## src/rtl/ptimer_pkg.sv

```systemverilog
package ptimer_pkg;
  localparam int NCH = 4;
  localparam int NMT = 2;
  localparam int AW  = 4;
  localparam int DW  = 16;

  localparam logic [AW-1:0] A_CTRL  = 4'd0;
  localparam logic [AW-1:0] A_CHEN  = 4'd1;
  localparam logic [AW-1:0] A_SEL   = 4'd2;
  localparam logic [AW-1:0] A_IE    = 4'd3;
  localparam logic [AW-1:0] A_FLAG  = 4'd4;
  localparam logic [AW-1:0] A_RELD  = 4'd5;
  localparam logic [AW-1:0] A_MTLD0 = 4'd6;
  localparam logic [AW-1:0] A_CHLD0 = 4'd8;
  localparam logic [AW-1:0] A_CHCN0 = 4'd12;

  typedef struct packed {
    logic frz_stall;
    logic wait_stall;
    logic glob_en;
  } ctrl_t;
endpackage

```

## src/rtl/ptimer_prescaler.sv

```systemverilog
module ptimer_prescaler #(
  parameter int W = 8
) (
  input  logic         clk,
  input  logic         rst_n,
  input  logic         en,
  input  logic         stall,
  input  logic         force_ld,
  input  logic [W-1:0] load,
  output logic         tick
);
  logic [W-1:0] cnt;
  logic         at_zero;

  assign at_zero = (cnt == '0);
  assign tick    = en & ~stall & ~force_ld & at_zero;

  always_ff @(posedge clk) begin
    if (!rst_n)                cnt <= '0;
    else if (!en || force_ld)  cnt <= load;
    else if (!stall)           cnt <= at_zero ? load : cnt - W'(1);
  end


  pre_dec_chk: assert property (@(posedge clk) disable iff (!rst_n)
    (en && !stall && !force_ld && cnt != '0) |=> (cnt == $past(cnt) - W'(1)));


  pre_stall_chk: assert property (@(posedge clk) disable iff (!rst_n)
    (en && stall && !force_ld) |=> $stable(cnt));
endmodule

```

## src/rtl/ptimer_channel.sv

```systemverilog
module ptimer_channel #(
  parameter int W   = 16,
  parameter int NTB = 2
) (
  input  logic           clk,
  input  logic           rst_n,
  input  logic           en,
  input  logic           stall,
  input  logic           force_ld,
  input  logic [NTB-1:0] ticks,
  input  logic           sel,
  input  logic [W-1:0]   load,
  output logic [W-1:0]   cnt,
  output logic           timeout,
  output logic           trig
);
  logic step;

  assign step    = en & ~stall & ~force_ld & ticks[sel];
  assign timeout = step & (cnt == '0);

  always_ff @(posedge clk) begin
    if (!rst_n) begin
      cnt  <= '0;
      trig <= 1'b0;
    end else begin
      trig <= timeout;
      if (!en || force_ld) cnt <= load;
      else if (step)       cnt <= (cnt == '0) ? load : cnt - W'(1);
    end
  end


  ch_hold_chk: assert property (@(posedge clk) disable iff (!rst_n)
    !en |=> (cnt == $past(load)));


  ch_stall_chk: assert property (@(posedge clk) disable iff (!rst_n)
    (en && stall && !force_ld) |=> ($stable(cnt) && !trig));


  ch_reload_chk: assert property (@(posedge clk) disable iff (!rst_n)
    force_ld |=> (cnt == $past(load) && !trig));
endmodule

```

## src/rtl/ptimer_regs.sv

```systemverilog
module ptimer_regs
  import ptimer_pkg::*;
#(
  parameter int MT_W = 8,
  parameter int CH_W = 16
) (
  input  logic                      clk,
  input  logic                      rst_n,
  input  logic                      bus_wr,
  input  logic [AW-1:0]             bus_addr,
  input  logic [DW-1:0]             bus_wdata,
  output logic [DW-1:0]             bus_rdata,
  input  logic [NCH-1:0]            timeout,
  input  logic [NCH-1:0][CH_W-1:0]  ch_cnt,
  output ctrl_t                     ctrl,
  output logic [NCH-1:0]            ch_en,
  output logic [NCH-1:0]            sel,
  output logic [NCH-1:0]            ie,
  output logic [NCH-1:0]            flag,
  output logic [NCH-1:0]            ch_force,
  output logic [NMT-1:0]            mt_force,
  output logic [NMT-1:0][MT_W-1:0]  mt_load,
  output logic [NCH-1:0][CH_W-1:0]  ch_load
);
  logic           reld_wr;
  logic [NCH-1:0] flag_clr;

  assign reld_wr  = bus_wr && (bus_addr == A_RELD);
  assign ch_force = reld_wr ? bus_wdata[NCH-1:0] : '0;
  assign mt_force = reld_wr ? bus_wdata[NCH+NMT-1:NCH] : '0;
  assign flag_clr = (bus_wr && bus_addr == A_FLAG) ? bus_wdata[NCH-1:0] : '0;

  always_ff @(posedge clk) begin
    if (!rst_n) begin
      ctrl    <= '0;
      ch_en   <= '0;
      sel     <= '0;
      ie      <= '0;
      mt_load <= '0;
      ch_load <= '0;
    end else if (bus_wr) begin
      case (bus_addr)
        A_CTRL:  ctrl  <= ctrl_t'(bus_wdata[2:0]);
        A_CHEN:  ch_en <= bus_wdata[NCH-1:0];
        A_SEL:   sel   <= bus_wdata[NCH-1:0];
        A_IE:    ie    <= bus_wdata[NCH-1:0];
        default: ;
      endcase
      for (int k = 0; k < NMT; k++)
        if (bus_addr == A_MTLD0 + AW'(k)) mt_load[k] <= bus_wdata[MT_W-1:0];
      for (int n = 0; n < NCH; n++)
        if (bus_addr == A_CHLD0 + AW'(n)) ch_load[n] <= bus_wdata[CH_W-1:0];
    end
  end

  always_ff @(posedge clk) begin
    if (!rst_n) flag <= '0;
    else        flag <= (flag & ~flag_clr) | timeout;
  end

  always_comb begin
    bus_rdata = '0;
    case (bus_addr)
      A_CTRL:  bus_rdata[2:0]     = ctrl;
      A_CHEN:  bus_rdata[NCH-1:0] = ch_en;
      A_SEL:   bus_rdata[NCH-1:0] = sel;
      A_IE:    bus_rdata[NCH-1:0] = ie;
      A_FLAG:  bus_rdata[NCH-1:0] = flag;
      default: ;
    endcase
    for (int k = 0; k < NMT; k++)
      if (bus_addr == A_MTLD0 + AW'(k)) bus_rdata[MT_W-1:0] = mt_load[k];
    for (int n = 0; n < NCH; n++) begin
      if (bus_addr == A_CHLD0 + AW'(n)) bus_rdata[CH_W-1:0] = ch_load[n];
      if (bus_addr == A_CHCN0 + AW'(n)) bus_rdata[CH_W-1:0] = ch_cnt[n];
    end
  end


  flag_sticky_chk: assert property (@(posedge clk) disable iff (!rst_n)
    (flag[0] && !(bus_wr && bus_addr == A_FLAG && bus_wdata[0])) |=> flag[0]);
endmodule

```

## src/rtl/ptimer_top.sv

```systemverilog
module ptimer_top
  import ptimer_pkg::*;
#(
  parameter int MT_W = 8,
  parameter int CH_W = 16
) (
  input  logic           clk,
  input  logic           rst_n,
  input  logic           bus_wr,
  input  logic [AW-1:0]  bus_addr,
  input  logic [DW-1:0]  bus_wdata,
  output logic [DW-1:0]  bus_rdata,
  input  logic           wait_mode,
  input  logic           stop_mode,
  input  logic           freeze_mode,
  output logic [NCH-1:0] irq_o,
  output logic [NCH-1:0] trig_o
);
  ctrl_t                     ctrl;
  logic [NCH-1:0]            ch_en, sel, ie, flag, ch_force, timeout;
  logic [NMT-1:0]            mt_force, ticks;
  logic [NMT-1:0][MT_W-1:0]  mt_load;
  logic [NCH-1:0][CH_W-1:0]  ch_load, ch_cnt;
  logic                      stall;

  assign stall = stop_mode
               | (wait_mode   & ctrl.wait_stall)
               | (freeze_mode & ctrl.frz_stall);

  assign irq_o = flag & ie;

  ptimer_regs #(.MT_W(MT_W), .CH_W(CH_W)) u_regs (
    .clk(clk), .rst_n(rst_n), .bus_wr(bus_wr), .bus_addr(bus_addr),
    .bus_wdata(bus_wdata), .bus_rdata(bus_rdata), .timeout(timeout),
    .ch_cnt(ch_cnt), .ctrl(ctrl), .ch_en(ch_en), .sel(sel), .ie(ie),
    .flag(flag), .ch_force(ch_force), .mt_force(mt_force),
    .mt_load(mt_load), .ch_load(ch_load)
  );

  for (genvar k = 0; k < NMT; k++) begin : g_pre
    ptimer_prescaler #(.W(MT_W)) u_pre (
      .clk(clk), .rst_n(rst_n), .en(ctrl.glob_en), .stall(stall),
      .force_ld(mt_force[k]), .load(mt_load[k]), .tick(ticks[k])
    );
  end

  for (genvar n = 0; n < NCH; n++) begin : g_ch
    ptimer_channel #(.W(CH_W), .NTB(NMT)) u_ch (
      .clk(clk), .rst_n(rst_n), .en(ctrl.glob_en & ch_en[n]), .stall(stall),
      .force_ld(ch_force[n]), .ticks(ticks), .sel(sel[n]),
      .load(ch_load[n]), .cnt(ch_cnt[n]), .timeout(timeout[n]),
      .trig(trig_o[n])
    );


    trig_flag_chk: assert property (@(posedge clk) disable iff (!rst_n)
      trig_o[n] |-> flag[n]);


    irq_ie_chk: assert property (@(posedge clk) disable iff (!rst_n)
      irq_o[n] |-> ie[n]);
  end


  stop_quiet_chk: assert property (@(posedge clk) disable iff (!rst_n)
    stop_mode |-> (ticks == '0 && timeout == '0));
endmodule

```

## config.mk

```make
export PLATFORM = sky130hd
export DESIGN_NAME = ptimer_top
export DESIGN_NICKNAME = d
export VERILOG_FILES = /design/src/rtl/ptimer_pkg.sv /design/src/rtl/ptimer_prescaler.sv /design/src/rtl/ptimer_channel.sv /design/src/rtl/ptimer_regs.sv /design/src/rtl/ptimer_top.sv
export SDC_FILE = /design/constraint.sdc
export NUM_CORES = 1
export LEC_CHECK = 0
export BUFFER_PORTS_ARGS = -buffer_cell sky130_fd_sc_hd__buf_2
export CAP_MARGIN = 10
export CORE_ASPECT_RATIO = 1.5
export CORE_UTILIZATION = 36
export DETAILED_ROUTE_END_ITERATION = 10
export GPL_TIMING_DRIVEN = 0
export PLACE_DENSITY = 0.61
export SYNTH_ARGS = -nofsm -noshare
export SYNTH_HDL_FRONTEND = slang
export SYNTH_SLANG_ARGS = --single-unit
```

## constraint.sdc

```tcl
create_clock -name clk -period 4 [get_ports clk]
set_clock_uncertainty 0.1 [all_clocks]
set_input_delay 0.2 -clock clk [delete_from_list [all_inputs] [get_ports clk]]
set_output_delay 0.2 -clock clk [all_outputs]
set_load 0.01 [all_outputs]
```

==> impl_metrics.json <==
{
  "synthTopCellsByArea": "dfxtp_1 (33%), nand2_1 (11%), a21oi_1 (8.5%)",
  "period_share_pct": 82.2,
  "synth_top_cell_by_area": "dfxtp_1",
  "clock_path_buffers": 2,
  "critPathLaunchType": "flop",
  "areaGrowthSynthToFinish_pct": 12.7,
  "grt_use_total_pct": 29.9,
  "crit_path_max_incr_delay_ps": 900,
  "clk_pin_slew_ps": 80,
  "min_path_type": "in -> reg",
  "via_count": 12100,
  "cts-hold-fix-buffers": 9,
  "grt_pass1_vias": 11700,
  "grt_first_pass_wirelength_mm": 69.0,
  "floorplan.initialDensity_pct": 36.5,
  "finalNonFillerCells": 2007,
  "hold_viol": 0,
  "grt_busiest_layer": "met2",
  "grtUsageMet1_pct": 31.4,
  "max_slew_margin_pct": 23.1,
  "rsz0062_at_grt": "false",
  "crit_slowest_cell": "nor4b_1",
  "core_mm2": 0.0302,
  "layout-drive-gt1-share_pct": 9.09,
  "place_congestion": 1.04,
  "synth_cell_types": 83,
  "combPwrFrac_pct": 10.4,
  "die_w_um": 145,
  "worstPathRequired_ps": 4260,
  "use_met3_pct": 5.90,
  "drt_first_pass_iters": 7,
  "die_y_um": 216,
  "root_buffer": "clkbuf_16",
  "detail_route.iter0.violations": 1015,
  "syn_nets": 1557,
  "power_density_mw_per_mm2": 321,
  "clockPowerShare_pct": 42.8,
  "syn_area_mm2": 0.0110,
  "max_freq_mhz": 304,
  "avgSynthCellArea_um2": 7.25,
  "outcome": "complete, no violations",
  "gr-usage-met2_pct": 52.2,
  "yosys-top-cells-count": "nand2_1 (318), a21oi_1 (187), dfxtp_1 (183), nor2_1 (114), clkbuf_1 (91)",
  "p_sw_mw": 1.13,
  "cts-htree-levels": 4,
  "routed_wl_mm": 46.0,
  "synth.top_cell.area_share_pct": 33.3,
  "maxSlewViolCount": 0,
  "final_util_pct": 41.2,
  "worstSetupPathType": "reg -> reg",
  "clk_latency_ps": 470,
  "vdd_ir_drop_max_uv": 193,
  "drc": 0,
  "cp_max_fo": 9,
  "io_buffers": 46,
  "dp_cells": 1965,
  "num_io_pins": 50,
  "finalSetupViolations": 0,
  "dp_hpwl_mm": 35.5,
  "crit_arrival_ps": 3550,
  "ys_seq_area_share_pct": 33.3,
  "finalWorstPathRequiredPeriod_ps": 3290,
  "drv_cap": 0,
  "synth_warnings": 0,
  "numCtsBuffers": 17,
  "synth_most_common_cell": "nand2_1",
  "async_flop_share_pct": 0,
  "num_antenna_cells": 0,
  "switching_share_pct": 28.3,
  "whs_path_depth": 3,
  "clock_sinks": 183,
  "nets": 1632,
  "worst-r2r-cell-count": 8,
  "grt_max_degree": 17,
  "tightest_slew_ps": 1150,
  "cts_tree": "done",
  "postSynthCellCount": 1519,
  "antenna_found_initial": 0,
  "rows": 78,
  "cts_setup_buffers": 0,
  "crit_chain": "inv_1, ha_1, nor4b_1, o2111ai_1, o31a_1, nor3_2, a31oi_1, o21a_1",
  "power.leakage_nw": 4.25,
  "die-area_mm2": 0.0313,
  "power.internal_mw": 2.85,
  "grt.overflow.total": 0,
  "pwr-share-seq_pct": 46.8,
  "worst_hold_slack_ps": 32.2,
  "synth_edf_count": 0,
  "endpoint_kind": "flop",
  "wl_per_cell_um": 22.9,
  "tns_ps": 0,
  "ant_nets": 0,
  "synth_seq_cells": 183,
  "cts-resized-gates": 0,
  "ys.flop_type": "dfxtp_1",
  "vias_per_cell": 6.03
}
## per-stage QoR
| step | instance area (um^2) | setup WS [ps] | power [mW] |
|---|---|---|---|
| finish | 12400 | 712 | 3.98 |
| global route | 12400 | 621 | 4.09 |
| CTS | 12400 | 818 | 3.98 |
| detailed placement | 11700 | 830 | 2.30 |
| global placement | 11700 | 821 | 2.30 |
| floorplan | 11000 | 1600 | 2.13 |
## layer usage
metal,part of all wire [%],up-vias
li1,-,5637
met1,36,5797
met2,50,494
met3,6.0,175
met4,7.8,0
met5,0,-
## cell usage in the layout, fill, tap and decap left out, types with 11 or more instances in the layout
cell,n
dfxtp_1,183
a21o_1,25
nor3_1,34
a21oi_1,187
a31oi_1,26
clkbuf_16,17
and2_1,13
ha_1,12
inv_1,27
o221ai_1,12
or4_1,13
o211ai_1,22
nor4_1,14
o21ai_0,58
mux2i_1,29
nand4_1,11
buf_2,53
clkbuf_1,92
a22oi_1,15
nor2_1,114
o21a_1,27
nand3_1,63
or3_1,14
nand2_1,318
and3_1,15
## layout make-up
type | count | area [um^2]
Fill cell | 3151 | 17700
Multi-Input combinational cell | 1193 | 6730
Sequential cell | 183 | 3660
Buffer | 115 | 515
Tap cell | 400 | 500
Clock buffer | 20 | 457
Timing Repair Buffer | 56 | 325
Clock inverter | 12 | 115
Inverter | 28 | 105
## sequential cells by signal, summed over array words and instances, names as in the netlist
signal	flops
g_pre.u_pre.cnt	16
u_regs.mt_load	16
u_regs.sel	4
u_regs.ie	4
g_ch.u_ch.cnt	64
u_regs.ch_en	4
u_regs.ctrl	3
g_ch.u_ch.trig	4
u_regs.ch_load	64
u_regs.flag	4
## cells by family after synthesis
family,count (synthesis),share of synthesized area (%)
AOI/OAI and AO/OA,473,28.0
buffers and inverters,143,5.64
muxes,34,3.25
adders and majority gates,12,1.36
and+or+nand+nor,674,28.5
DFF,183,33.3
## final timing paths
check,from,to,slack (ps)
worst max-delay path,g_pre[1].u_pre.cnt[0],g_ch[0].u_ch.cnt[14],710
worst min-delay path,bus_wdata[7],u_regs.ch_load[23],30
worst max register to register,g_pre[1].u_pre.cnt[0],g_ch[0].u_ch.cnt[14],710
worst min register to register,u_regs.ch_load[7],u_regs.ch_load[7],380
## critical path: cells and delay by family (launching register included)
family                   cells  cell delay, ps
AO/OA/AOI/OAI                4             910
adder cells (fa/ha/maj)      1             140
buffers and inverters        1              90
flip-flops                   1             340
AND/OR/NAND/NOR              2            1600
## power groups by stage
stage,registers [mW],clock network [mW],logic [mW]
after CTS,1.86,1.72,0.403
after detailed placement,1.90,0,0.395
final,1.86,1.70,0.415
after floorplan,1.89,0,0.234
after global routing,1.86,1.78,0.437
after global placement,1.90,0,0.395
Power figures use the tool's default switching activity.
